<file path="src/rtl/mcc_pkg.sv">
package mcc_pkg;
  localparam int WORD = 16;
  localparam int NREG = 8;
  localparam int RSEL = $clog2(NREG);

  localparam logic [3:0] OP_ADD = 4'b0001;
  localparam logic [3:0] OP_LDR = 4'b0110;
  localparam logic [3:0] OP_JMP = 4'b1100;

  typedef enum logic [3:0] {
    PH_F_ADDR, PH_F_RD, PH_F_MDR, PH_F_IR, PH_DECODE, PH_EVAL,
    PH_OPND, PH_OPND_RD, PH_OPND_MDR, PH_EXEC, PH_STORE, PH_HALT
  } phase_t;

  typedef enum logic [1:0] {K_ADD, K_LDR, K_JMP, K_BAD} kind_t;

  function automatic logic [WORD-1:0] sext6(input logic [5:0] v);
    return {{(WORD-6){v[5]}}, v};
  endfunction

  function automatic logic [WORD-1:0] add_w(input logic [WORD-1:0] x,
                                            input logic [WORD-1:0] y);
    return x + y;
  endfunction
endpackage

</file>
<file path="src/rtl/mcc_regfile.sv">
module mcc_regfile #(
  parameter int WIDTH = 16,
  parameter int DEPTH = 8,
  localparam int SW = $clog2(DEPTH)
) (
  input  logic             clk,
  input  logic             rst_n,
  input  logic             we,
  input  logic [SW-1:0]    wsel,
  input  logic [WIDTH-1:0] wdata,
  input  logic [SW-1:0]    sel_a,
  input  logic [SW-1:0]    sel_b,
  input  logic [SW-1:0]    sel_c,
  output logic [WIDTH-1:0] rd_a,
  output logic [WIDTH-1:0] rd_b,
  output logic [WIDTH-1:0] rd_c
);
  logic [WIDTH-1:0] regs [DEPTH];

  for (genvar g = 0; g < DEPTH; g++) begin : g_reg
    always_ff @(posedge clk) begin
      if (!rst_n)                        regs[g] <= '0;
      else if (we && wsel == SW'(g))     regs[g] <= wdata;
    end
  end

  assign rd_a = regs[sel_a];
  assign rd_b = regs[sel_b];
  assign rd_c = regs[sel_c];
endmodule

</file>
<file path="src/rtl/mcc_decode.sv">
module mcc_decode
  import mcc_pkg::*;
(
  input  logic [WORD-1:0] ir,
  output kind_t           kind,
  output logic [RSEL-1:0] dst,
  output logic [RSEL-1:0] src1,
  output logic [RSEL-1:0] src2,
  output logic [WORD-1:0] offs
);
  always_comb begin
    unique case (ir[15:12])
      OP_ADD:  kind = K_ADD;
      OP_LDR:  kind = K_LDR;
      OP_JMP:  kind = K_JMP;
      default: kind = K_BAD;
    endcase
  end
  assign dst  = ir[11:9];
  assign src1 = ir[8:6];
  assign src2 = ir[2:0];
  assign offs = sext6(ir[5:0]);
endmodule

</file>
<file path="src/rtl/mcc_ctrl.sv">
module mcc_ctrl
  import mcc_pkg::*;
(
  input  logic   clk,
  input  logic   rst_n,
  input  logic   start,
  input  kind_t  kind,
  output phase_t phase,
  output logic   run_flag,
  output logic   retire
);
  phase_t nxt;

  always_comb begin
    nxt = phase;
    unique case (phase)
      PH_F_ADDR:   nxt = PH_F_RD;
      PH_F_RD:     nxt = PH_F_MDR;
      PH_F_MDR:    nxt = PH_F_IR;
      PH_F_IR:     nxt = PH_DECODE;
      PH_DECODE: begin
        unique case (kind)
          K_LDR:   nxt = PH_EVAL;
          K_ADD,
          K_JMP:   nxt = PH_OPND;
          default: nxt = PH_HALT;
        endcase
      end
      PH_EVAL:     nxt = PH_OPND_RD;
      PH_OPND_RD:  nxt = PH_OPND_MDR;
      PH_OPND_MDR: nxt = PH_STORE;
      PH_OPND:     nxt = PH_EXEC;
      PH_EXEC:     nxt = (kind == K_JMP) ? PH_F_ADDR : PH_STORE;
      PH_STORE:    nxt = PH_F_ADDR;
      PH_HALT:     nxt = start ? PH_F_ADDR : PH_HALT;
      default:     nxt = PH_HALT;
    endcase
  end

  always_ff @(posedge clk) begin
    if (!rst_n) begin
      phase    <= PH_F_ADDR;
      run_flag <= 1'b1;
    end else begin
      phase <= nxt;
      if (phase == PH_DECODE && kind == K_BAD) run_flag <= 1'b0;
      else if (phase == PH_HALT && start)      run_flag <= 1'b1;
    end
  end

  assign retire = (phase == PH_STORE) || (phase == PH_EXEC && kind == K_JMP);
endmodule

</file>
<file path="src/rtl/mc_seq_core.sv">
module mc_seq_core
  import mcc_pkg::*;
(
  input  logic            clk,
  input  logic            rst_n,
  input  logic            start,
  output logic            mem_rd,
  output logic [WORD-1:0] mem_addr,
  input  logic [WORD-1:0] mem_rdata,
  input  logic [RSEL-1:0] dbg_sel,
  output logic [WORD-1:0] dbg_data,
  output logic [WORD-1:0] pc_out,
  output logic [WORD-1:0] ir_out,
  output logic            running,
  output logic            retired
);
  logic [WORD-1:0] pc, ir, mar, mdr, opa, opb, res;
  phase_t          phase;
  kind_t           kind;
  logic [RSEL-1:0] dst, src1, src2;
  logic [WORD-1:0] offs, rd1, rd2, wb_data;
  logic            wb_en;

  mcc_decode u_dec (
    .ir(ir), .kind(kind), .dst(dst), .src1(src1), .src2(src2), .offs(offs)
  );

  mcc_ctrl u_ctrl (
    .clk(clk), .rst_n(rst_n), .start(start), .kind(kind),
    .phase(phase), .run_flag(running), .retire(retired)
  );

  assign wb_en   = (phase == PH_STORE);
  assign wb_data = (kind == K_LDR) ? mdr : res;

  mcc_regfile #(.WIDTH(WORD), .DEPTH(NREG)) u_rf (
    .clk(clk), .rst_n(rst_n), .we(wb_en), .wsel(dst), .wdata(wb_data),
    .sel_a(src1), .sel_b(src2), .sel_c(dbg_sel),
    .rd_a(rd1), .rd_b(rd2), .rd_c(dbg_data)
  );

  always_ff @(posedge clk) begin
    if (!rst_n) begin
      pc  <= '0;
      ir  <= '0;
      mar <= '0;
      mdr <= '0;
      opa <= '0;
      opb <= '0;
      res <= '0;
    end else begin
      unique case (phase)
        PH_F_ADDR: begin
          mar <= pc;
          pc  <= add_w(pc, WORD'(1));
        end
        PH_F_MDR:    mdr <= mem_rdata;
        PH_F_IR:     ir  <= mdr;
        PH_EVAL:     mar <= add_w(rd1, offs);
        PH_OPND: begin
          opa <= rd1;
          opb <= rd2;
        end
        PH_OPND_MDR: mdr <= mem_rdata;
        PH_EXEC: begin
          if (kind == K_JMP) pc  <= opa;
          else               res <= add_w(opa, opb);
        end
        default: ;
      endcase
    end
  end

  assign mem_rd   = (phase == PH_F_RD) || (phase == PH_OPND_RD);
  assign mem_addr = mar;
  assign pc_out   = pc;
  assign ir_out   = ir;
endmodule

</file>
<file path="config.mk">
export PLATFORM = sky130hd
export DESIGN_NAME = mc_seq_core
export DESIGN_NICKNAME = d
export VERILOG_FILES = /design/src/rtl/mcc_pkg.sv /design/src/rtl/mcc_regfile.sv /design/src/rtl/mcc_decode.sv /design/src/rtl/mcc_ctrl.sv /design/src/rtl/mc_seq_core.sv
export SDC_FILE = /design/constraint.sdc
export NUM_CORES = 1
export LEC_CHECK = 0
export BUFFER_PORTS_ARGS = -buffer_cell sky130_fd_sc_hd__buf_2
export CAP_MARGIN = 20
export CORE_MARGIN = 5
export CORE_UTILIZATION = 62
export DETAILED_ROUTE_END_ITERATION = 7
export HOLD_SLACK_MARGIN = 0.15
export PLACE_DENSITY = 0.81
export SKIP_LAST_GASP = 1
export SYNTH_ARGS = -nofsm -noshare
export SYNTH_HDL_FRONTEND = slang
export SYNTH_SLANG_ARGS = --single-unit
</file>
<file path="constraint.sdc">
create_clock -name clk -period 3.5 [get_ports clk]
set_input_delay 0.7 -clock clk [delete_from_list [all_inputs] [get_ports clk]]
set_output_delay 0.7 -clock clk [all_outputs]
set_load 0.03 [all_outputs]
</file>
==> results of run 1 <==
placed cells by master, fill, tap and decap left out, types with 7 or more instances in the layout:
master and n:
nor2_1 230, nand2_1 146, edfxtp_1 128, dfxtp_1 118, mux4_2 96, buf_2 88, a21oi_1 62, mux2i_1 46
o21ai_0 42, buf_4 36, ha_1 31, mux2_2 30, clkbuf_16 27, a311oi_1 22, nand3_1 21, a211oi_1 18
and3_1 15, a21o_1 15, nor3_1 14, nand2b_1 11, xnor2_1 11, inv_1 10, clkinv_2 9, mux2i_4 8
o21a_1 7, or3_1 7
timing repair:
action,CTS,global route
hold buffers,0,0
setup endpoints to repair,0,3
gates resized for setup,0,3
stage by stage:
stage	util	worst slack [ps]	hold WS, ps	area, um^2	cells
final	0.698	204	379	15700	1666
after global routing	0.698	13.5	393	15700	1666
after floorplan	-	278	431	14100	1294
after CTS	0.697	24.7	375	15700	1665
after global placement	0.659	201	436	14800	1617
after detailed placement	0.659	118	444	14800	1617
state kept, by name, indices dropped and copies added, names as in the netlist, named ones only:
signal	count
u_rf.regs	128
ir_out	16
mdr	16
mem_addr	16
opa	16
opb	16
pc_out	16
res	16
u_ctrl.phase	4
u_ctrl.run_flag	1
area by class of cell:
type	count	share of cell area
Clock inverter	12	0.00677
Clock buffer	36	0.0477
Inverter	12	0.00295
Timing Repair Buffer	128	0.0498
Multi-Input combinational cell	944	0.472
Antenna cell	1	0.000159
Tap cell	285	0.0227
Sequential cell	248	0.398
metal layers:
metal | GRT usage | vias to the layer above
met5 | 0 | -
met1 | 0.393 | 5475
met2 | 0.504 | 683
met3 | 0.0711 | 133
met4 | 0.134 | 2
li1 | - | 4983
kinds of logic after synthesis:
group	Yosys count
simple gates	483
flops	248
compound gates	234
mux	181
buf+inv	102
fa+ha+maj	33
xor+xnor	13
worst reg2reg max path, delay by kind of cell, from the launching register on:
family	cells	cell delay [ps]
AO/OA/AOI/OAI	4	1200
multiplexers	3	1000
flip-flops	1	390
adder cells (fa/ha/maj)	1	250
buffers and inverters	1	230
AND/OR/NAND/NOR	1	110
worst paths after layout:
check | cells after the start | slack (ps) | end | start
setup / recovery | 10 | 200 | mem_addr[11] | flop
setup reg to reg | 10 | 200 | mem_addr[11] | flop
hold / removal | 3 | 380 | mdr[7] | mem_rdata[7]
hold reg to reg | 2 | 450 | res[3] | res[3]
power breakdown:
group	internal, mW	switching, mW	total (mW)	leakage (nW)
Sequential	3.16	0.132	3.29	2.29
Combinational	0.334	0.516	0.850	3.01
Clock	1.58	1.18	2.76	0.427
Total	5.07	1.82	6.90	5.73
==> out/summary.json, run 1 <==
{
  "yosys": {
    "sequential_element_share_of_the_synthesized_area": 0.444,
    "syn_nets": 1349,
    "syn_inst": 1294,
    "synth_top_area_cell": "edfxtp_1",
    "post_synth_design_cell_area_um2": 14100,
    "number_of_flip_flops_and_latches_in_the_synthesized_netlist": 248,
    "mapped_avg_cell_area_um2": 10.9,
    "synth_top_family_by_area": "multiplexers",
    "netlist.area_leader.share": 0.273,
    "synth_simple_gate_area_frac": 0.150,
    "yosys.area_share.adder": 0.0304,
    "yosys.cell_count.top_type": "nor2_1",
    "synth_edf_count": 128,
    "top_cells_by_area_synth": "edfxtp_1, dfxtp_1, mux4_2",
    "synth_cell_types": 80,
    "synth_top_flop_cell": "edfxtp_1",
    "yosys-mux-area-fraction": 0.224,
    "yosys_warnings": 0,
    "synth-xor-area-share": 0.00809,
    "synthTopCellsByCount": "nor2_1, nand2_1, edfxtp_1",
    "synth-compound-area-share": 0.112,
    "async_flop_share": 0
  },
  "routing": {
    "drt_drc_violations_left": 0,
    "via_count": 11300,
    "top_metal_layer_carrying_routed_signals": "met5",
    "final_antenna_net_count": 0,
    "wire_per_inst_um": 24.0,
    "first_pass_iters": 5,
    "vias_per_cell": 6.77,
    "drt_iter0_drc": 1425,
    "wl_met1_um": 14800,
    "met3_length_um": 4010,
    "met2_length_um": 19300,
    "route.final.wire_length_um": 40000
  },
  "die": {
    "fp.dieArea_um2": 25800,
    "ios": 89,
    "die-height_um": 161,
    "die_w_um": 161,
    "coreArea_um2": 22500,
    "initial_utilization": 0.626,
    "core.rowCount": 55
  },
  "clock_tree": {
    "clk-insertion-delay-late_ps": 560,
    "htree_num_levels": 1,
    "clkSlewWorstSetupHoldPaths_ps": 60,
    "clock_tree.buffer_depth": 3,
    "cell_at_the_root_of_the_clock_tree": "clkbuf_16",
    "tritoncts_num_sinks": 248,
    "postCtsSetupRepairBufs": 0,
    "cts_tree": "built",
    "cts-buffers-inserted": 27
  },
  "sta": {
    "finalMaxSlewViolations": 0,
    "report.final.hold_viol_count": 0,
    "max_slew_margin": 0.373,
    "final.period_utilization": 0.942,
    "clock.fmax_ghz": 0.303,
    "post-route-min-period_ps": 3300,
    "final.setup.tns_ps": 0,
    "worst_slew_pin_slew_ps": 914,
    "fin_skew_ps": 22.9,
    "setup-violations-final": 0,
    "grt_setup_unrepaired": "false"
  },
  "critical_path": {
    "startpoint_type": "flop",
    "setup.worst_path.end_class": "flop",
    "kind_of_cell_adding_the_most_delay_to_the_critical_path": "compound AO/OA/AOI/OAI gates",
    "worstPathBufferInverterCount": 1,
    "cp_data_required_time_ps": 3940,
    "crit_chain": "buf_4, mux4_2, mux2_2, ha_1, a211oi_1, o211ai_2, a211oi_2, nor3_1, mux2i_1, a2111oi_2",
    "crit_arrival_ps": 3740,
    "cpMaxStageDelayCell": "mux4_2",
    "critical_path_peak_fanout": 8,
    "crit_type": "flop to flop",
    "timing.critical_path.slowest_cell_delay_ps": 510
  },
  "pwr": {
    "power.static_leakage_nw": 5.73,
    "power.density_nw_per_um2": 439,
    "p_total_mw": 6.90,
    "vdd_drop_max_v": 0.000415
  },
  "place": {
    "io_buffers": 88,
    "globalplace.congestion": 0.863,
    "hpwl_um": 26200
  },
  "cells_and_area": {
    "layout_nets": 1416,
    "multi_input_area_um2": 7410,
    "layout-drive-gt1-share": 0.234,
    "ff_latch_area_um2": 6250,
    "fillers": 1602,
    "syn_to_final_growth_pct": 11.5
  },
  "grt": {
    "grt_pass1_wl_um": 62700,
    "number_of_antenna_violations_at_the_first_check_in_global_routing": 2,
    "pin_count_of_the_biggest_net_entering_global_routing": 107,
    "globalRouteTotalUtil": 0.307,
    "first_global_vias": 11200,
    "grt.overflow.total": 0
  },
  "outcome": {
    "outcome": "complete, no violations"
  },
  "min_path": {
    "timing.hold.worst.class": "primary input to flop"
  },
  "job": {
    "drv_cap": 0
  }
}
No activity file was read; power rests on OpenSTA's default activity.
==> inputs of run 2 (changes only) <==
--- a/config.mk
+++ b/config.mk
@@ -8,11 +8,12 @@
 export BUFFER_PORTS_ARGS = -buffer_cell sky130_fd_sc_hd__buf_2
 export CAP_MARGIN = 20
 export CORE_MARGIN = 5
-export CORE_UTILIZATION = 62
+export CORE_UTILIZATION = 56
 export DETAILED_ROUTE_END_ITERATION = 7
 export HOLD_SLACK_MARGIN = 0.15
-export PLACE_DENSITY = 0.81
+export PLACE_DENSITY = 0.77
 export SKIP_LAST_GASP = 1
 export SYNTH_ARGS = -nofsm -noshare
 export SYNTH_HDL_FRONTEND = slang
+export SYNTH_HIERARCHICAL = 1
 export SYNTH_SLANG_ARGS = --single-unit
==> constraint.sdc (replaced) <==
create_clock -name clk -period 2.9 [get_ports clk]
set_input_delay 0.58 -clock clk [delete_from_list [all_inputs] [get_ports clk]]
set_output_delay 0.58 -clock clk [all_outputs]
set_load 0.03 [all_outputs]
==> out/summary.json, run 2 <==
{
  "routing": {
    "first_pass_iters": {"value": 6, "change": "was 5"},
    "drt_drc_violations_left": {"value": 0, "change": "unchanged"},
    "wire_per_inst": {"value": 23.8, "unit": "um", "change": "was 24.0 um"},
    "vias_per_cell": {"value": 6.64, "change": "was 6.77"},
    "drt_iter0_drc": {"value": 1349, "change": "was 1,425"},
    "route.final.wire_length": {"value": 41300, "unit": "um", "change": "was 40,000 um"},
    "final_antenna_net_count": {"value": 0, "change": "unchanged"},
    "via_count": {"value": 11500, "change": "was 11,300"}
  },
  "sta": {
    "clock.fmax": {"value": 0.318, "unit": "GHz", "change": "was 0.303 GHz"},
    "finalMaxSlewViolations": {"value": 0, "change": "unchanged"},
    "setup_slack": {"value": -247, "unit": "ps", "change": "was 204 ps"},
    "max_slew_margin": {"value": 0.299, "change": "was 0.373"},
    "report.final.hold_viol_count": {"value": 0, "change": "unchanged"},
    "post-route-min-period": {"value": 3150, "unit": "ps", "change": "was 3300 ps"},
    "setup-violations-final": {"value": 10, "change": "was 0"},
    "final.setup.tns": {"value": -1770, "unit": "ps", "change": "was 0 ps"},
    "worst_slew_pin_slew": {"value": 1050, "unit": "ps", "change": "was 914 ps"},
    "fin_skew": {"value": 22.8, "unit": "ps", "change": "was 22.9 ps"},
    "grt_setup_unrepaired": {"value": "true", "change": "was false"},
    "final.period_utilization": {"value": 1.09, "change": "was 0.942"}
  },
  "clock_tree": {
    "clk-insertion-delay-late": {"value": 550, "unit": "ps", "change": "was 560 ps"},
    "clock_tree.buffer_depth": {"value": 3, "change": "unchanged"},
    "cell_at_the_root_of_the_clock_tree": {"value": "clkbuf_16", "change": "unchanged"},
    "clkSlewWorstSetupHoldPaths": {"value": 60, "unit": "ps", "change": "about the same"},
    "ctsHoldBuffers": {"value": 0, "change": "unchanged"},
    "cts_tree": {"value": "built", "change": "unchanged"},
    "htree_num_levels": {"value": 1, "change": "unchanged"},
    "tritoncts_num_sinks": {"value": 245, "change": "was 248"},
    "cts-buffers-inserted": {"value": 27, "change": "unchanged"}
  },
  "grt": {
    "number_of_antenna_violations_at_the_first_check_in_global_routing": {"value": 0, "change": "was 2"},
    "first_global_vias": {"value": 11000, "change": "was 11,200"},
    "grt.overflow.total": {"value": 0, "change": "unchanged"},
    "pin_count_of_the_biggest_net_entering_global_routing": {"value": 65, "change": "was 107"},
    "globalRouteTotalUtil": {"value": 0.271, "change": "was 0.307"},
    "grt_pass1_wl": {"value": 62400, "unit": "um", "change": "was 62,700 um"}
  },
  "die": {
    "fp.dieArea": {"value": 29400, "unit": "um^2", "change": "was 25,800 um^2"},
    "die_w": {"value": 171, "unit": "um", "change": "was 161 um"},
    "die-height": {"value": 171, "unit": "um", "change": "was 161 um"},
    "initial_utilization": {"value": 0.565, "change": "was 0.626"},
    "core.rowCount": {"value": 59, "change": "was 55"},
    "ios": {"value": 89, "change": "unchanged"},
    "coreArea": {"value": 25800, "unit": "um^2", "change": "was 22,500 um^2"}
  },
  "critical_path": {
    "critical_path_peak_fanout": {"value": 5, "change": "was 8"},
    "kind_of_cell_adding_the_most_delay_to_the_critical_path": {"value": "multiplexers", "change": "was compound AO/OA/AOI/OAI gates"},
    "crit_path_frequent_cell": "buf_6",
    "crit_type": {"value": "flop to flop", "change": "unchanged"},
    "startpoint_type": {"value": "flop", "change": "unchanged"},
    "crit_arrival": {"value": 3570, "unit": "ps", "change": "was 3740 ps"},
    "crit_chain": {"value": "buf_6, clkbuf_16, mux4_2, mux2_4, ha_4, or2_4, nor4_4, buf_4, buf_6, o21ai_4, o31ai_2, xnor2_1, a21oi_1", "change": "was buf_4, mux4_2, mux2_2, ha_1, a211oi_1, o211ai_2, a211oi_2, nor3_1, mux2i_1, a2111oi_2"},
    "timing.critical_path.slowest_cell_delay": {"value": 490, "unit": "ps", "change": "was 510 ps"},
    "cp_data_required_time": {"value": 3320, "unit": "ps", "change": "was 3940 ps"},
    "cpMaxStageDelayCell": {"value": "mux4_2", "change": "unchanged"},
    "worstPathBufferInverterCount": {"value": 4, "change": "was 1"},
    "setup.worst_path.end_class": {"value": "flop", "change": "unchanged"}
  },
  "outcome": {
    "outcome": {"value": "finished, violations left", "change": "was complete, no violations"},
    "failing_checks": "negative setup slack"
  },
  "cells_and_area": {
    "fillers": {"value": 1899, "change": "was 1,602"},
    "layout-drive-gt1-share": {"value": 0.270, "change": "was 0.234"},
    "most_frequent_standard_cell_in_the_layout_excluding_fill_and_tap_cells": {"value": "nand2_1", "change": "was nor2_1"},
    "registers.top_by_ff_count": {"value": "u_rf/regs", "change": "was u_rf.regs"},
    "multi_input_area": {"value": 7920, "unit": "um^2", "change": "was 7410 um^2"},
    "syn_to_final_growth": {"value": 15.0, "unit": "%", "change": "was 11.5%"},
    "ff_latch_area": {"value": 6190, "unit": "um^2", "change": "was 6250 um^2"},
    "largest_reg_flops": {"value": 128, "change": "unchanged"},
    "layout_nets": {"value": 1439, "change": "was 1,416"},
    "most-common-layout-cells": {"value": "nand2_1, nor3_1, edfxtp_1", "change": "was nor2_1, nand2_1, edfxtp_1"},
    "antenna_cells_inserted": {"value": 0, "change": "was 1"}
  },
  "yosys": {
    "yosys.cell_count.top_type": {"value": "nand2_1", "change": "was nor2_1"},
    "yosys_warnings": {"value": 6, "change": "was 0"},
    "synth_edf_count": {"value": 128, "change": "unchanged"},
    "synth_cell_types": {"value": 70, "change": "was 80"},
    "mapped_avg_cell_area": {"value": 11.2, "unit": "um^2", "change": "was 10.9 um^2"},
    "top_cells_by_area_synth": {"value": "edfxtp_1, dfxtp_1, mux4_1", "change": "was edfxtp_1, dfxtp_1, mux4_2"},
    "number_of_flip_flops_and_latches_in_the_synthesized_netlist": {"value": 245, "change": "was 248"},
    "post_synth_design_cell_area": {"value": 14600, "unit": "um^2", "change": "was 14,100 um^2"},
    "synth_top_area_cell": {"value": "edfxtp_1", "change": "unchanged"},
    "syn_inst": {"value": 1300, "change": "was 1,294"},
    "sequential_element_share_of_the_synthesized_area": {"value": 0.424, "change": "was 0.444"},
    "netlist.area_leader.share": {"value": 0.263, "change": "was 0.273"},
    "syn_nets": {"value": 1355, "change": "was 1,349"},
    "async_flop_share": {"value": 0, "change": "unchanged"},
    "synthTopCellsByCount": {"value": "nand2_1, nor3_1, edfxtp_1", "change": "was nor2_1, nand2_1, edfxtp_1"},
    "synth_top_flop_cell": {"value": "edfxtp_1", "change": "unchanged"}
  },
  "place": {
    "hpwl": {"value": 26900, "unit": "um", "change": "was 26,200 um"},
    "io_buffers": {"value": 88, "change": "unchanged"},
    "pre_cts_ws": {"value": -288, "unit": "ps", "change": "was 118 ps"},
    "globalplace.congestion": {"value": 0.885, "change": "was 0.863"}
  },
  "job": {
    "drv_cap": {"value": 0, "change": "unchanged"}
  },
  "pwr": {
    "vdd_drop_max": {"value": 0.000593, "unit": "V", "change": "was 0.000415 V"},
    "power.density": {"value": 486, "unit": "nW/um^2", "change": "was 439 nW/um^2"},
    "power.static_leakage": {"value": 6.36, "unit": "nW", "change": "was 5.73 nW"}
  },
  "min_path": {
    "timing.hold.worst.class": {"value": "primary input to flop", "change": "unchanged"}
  }
}
## run 2: changes by cell type after synthesis, sizes merged, moves of 18 or more
| cell | previous run | this run |
|---|---|---|
| a21oi | 64 | 103 |
| nor2 | 231 | 72 |
| mux2i | 55 | 27 |
| mux2 | 30 | 71 |
| a311oi | 22 | 4 |
| nor3 | 16 | 136 |
| buf | 41 | 69 |
## run 2: per-layer routing
layer / track usage / wire length (um)
met3: 0.0522 / 4210
met2: 0.455 / 19700
met1: 0.354 / 15700
met4: 0.0947 / 1730
met5: 0 / 0
## run 2: cell type report
cell class | count | share of cell area
clock inverters | 10 | 0.00783
repair buffers | 183 | 0.0768
multi-input cells | 905 | 0.472
well taps | 335 | 0.0250
inverters | 22 | 0.00492
flip-flops and latches | 245 | 0.369
clock buffers | 37 | 0.0443
## run 2: worst register-to-register path, stage by stage, from the launching register on
cell       delay, ps
dfxtp_4          400
buf_6            150
clkbuf_16        150
mux4_2           490
mux2_4           300
ha_4             160
or2_4            270
nor4_4           280
buf_4            200
buf_6            110
o21ai_4           60
o31ai_2          240
xnor2_1          140
a21oi_1           70
## run 2: metrics by stage
step / instances / util / power (mW) / cell area [um^2] / hold slack [ps]
2_1_floorplan: 1300 / - / 4.47 / 14700 / 428
3_3_place_gp: 1683 / 0.604 / 4.73 / 15600 / 437
3_5_place_dp: 1683 / 0.604 / 4.75 / 15600 / 441
4_1_cts: 1733 / 0.641 / 8.15 / 16600 / 265
5_1_grt: 1737 / 0.649 / 8.39 / 16800 / 292
6_report: 1737 / 0.649 / 8.15 / 16800 / 276
## run 2: path summary, 6_finish.rpt
check / start / end / slack, ps / cells after the start
hold reg to reg: res[11] / res[11] / 460 / 2
setup / recovery: ir_out[6] / mem_addr[15] / -250 / 13
setup reg to reg: ir_out[6] / mem_addr[15] / -250 / 13
hold / removal: mem_rdata[15] / mdr[15] / 280 / 3
## run 2: kinds of logic (layout without fill, tap and decap cells)
family	after synthesis	after routing	share of synthesized area
muxes	194	194	0.243
and+or+nand+nor	430	430	0.141
DFF	245	245	0.424
buffers and inverters	150	252	0.0540
AOI/OAI and AO/OA	217	217	0.0903
adders and majority gates	33	33	0.0293
xor gates and xnor gates	31	31	0.0186
## run 2: power breakdown
part | total, mW | switching [mW] | internal (mW)
clock | 3.43 | 1.38 | 2.05
combinational | 0.881 | 0.505 | 0.376
sequential | 3.85 | 0.102 | 3.74
## run 2: what timing repair did
item / 4_1_cts / 5_1_grt
pin swaps: 9 / 20
gates cloned: 0 / 1
setup buffers: 3 / 5
resized for setup: 22 / 42
setup endpoints to repair: 11 / 12
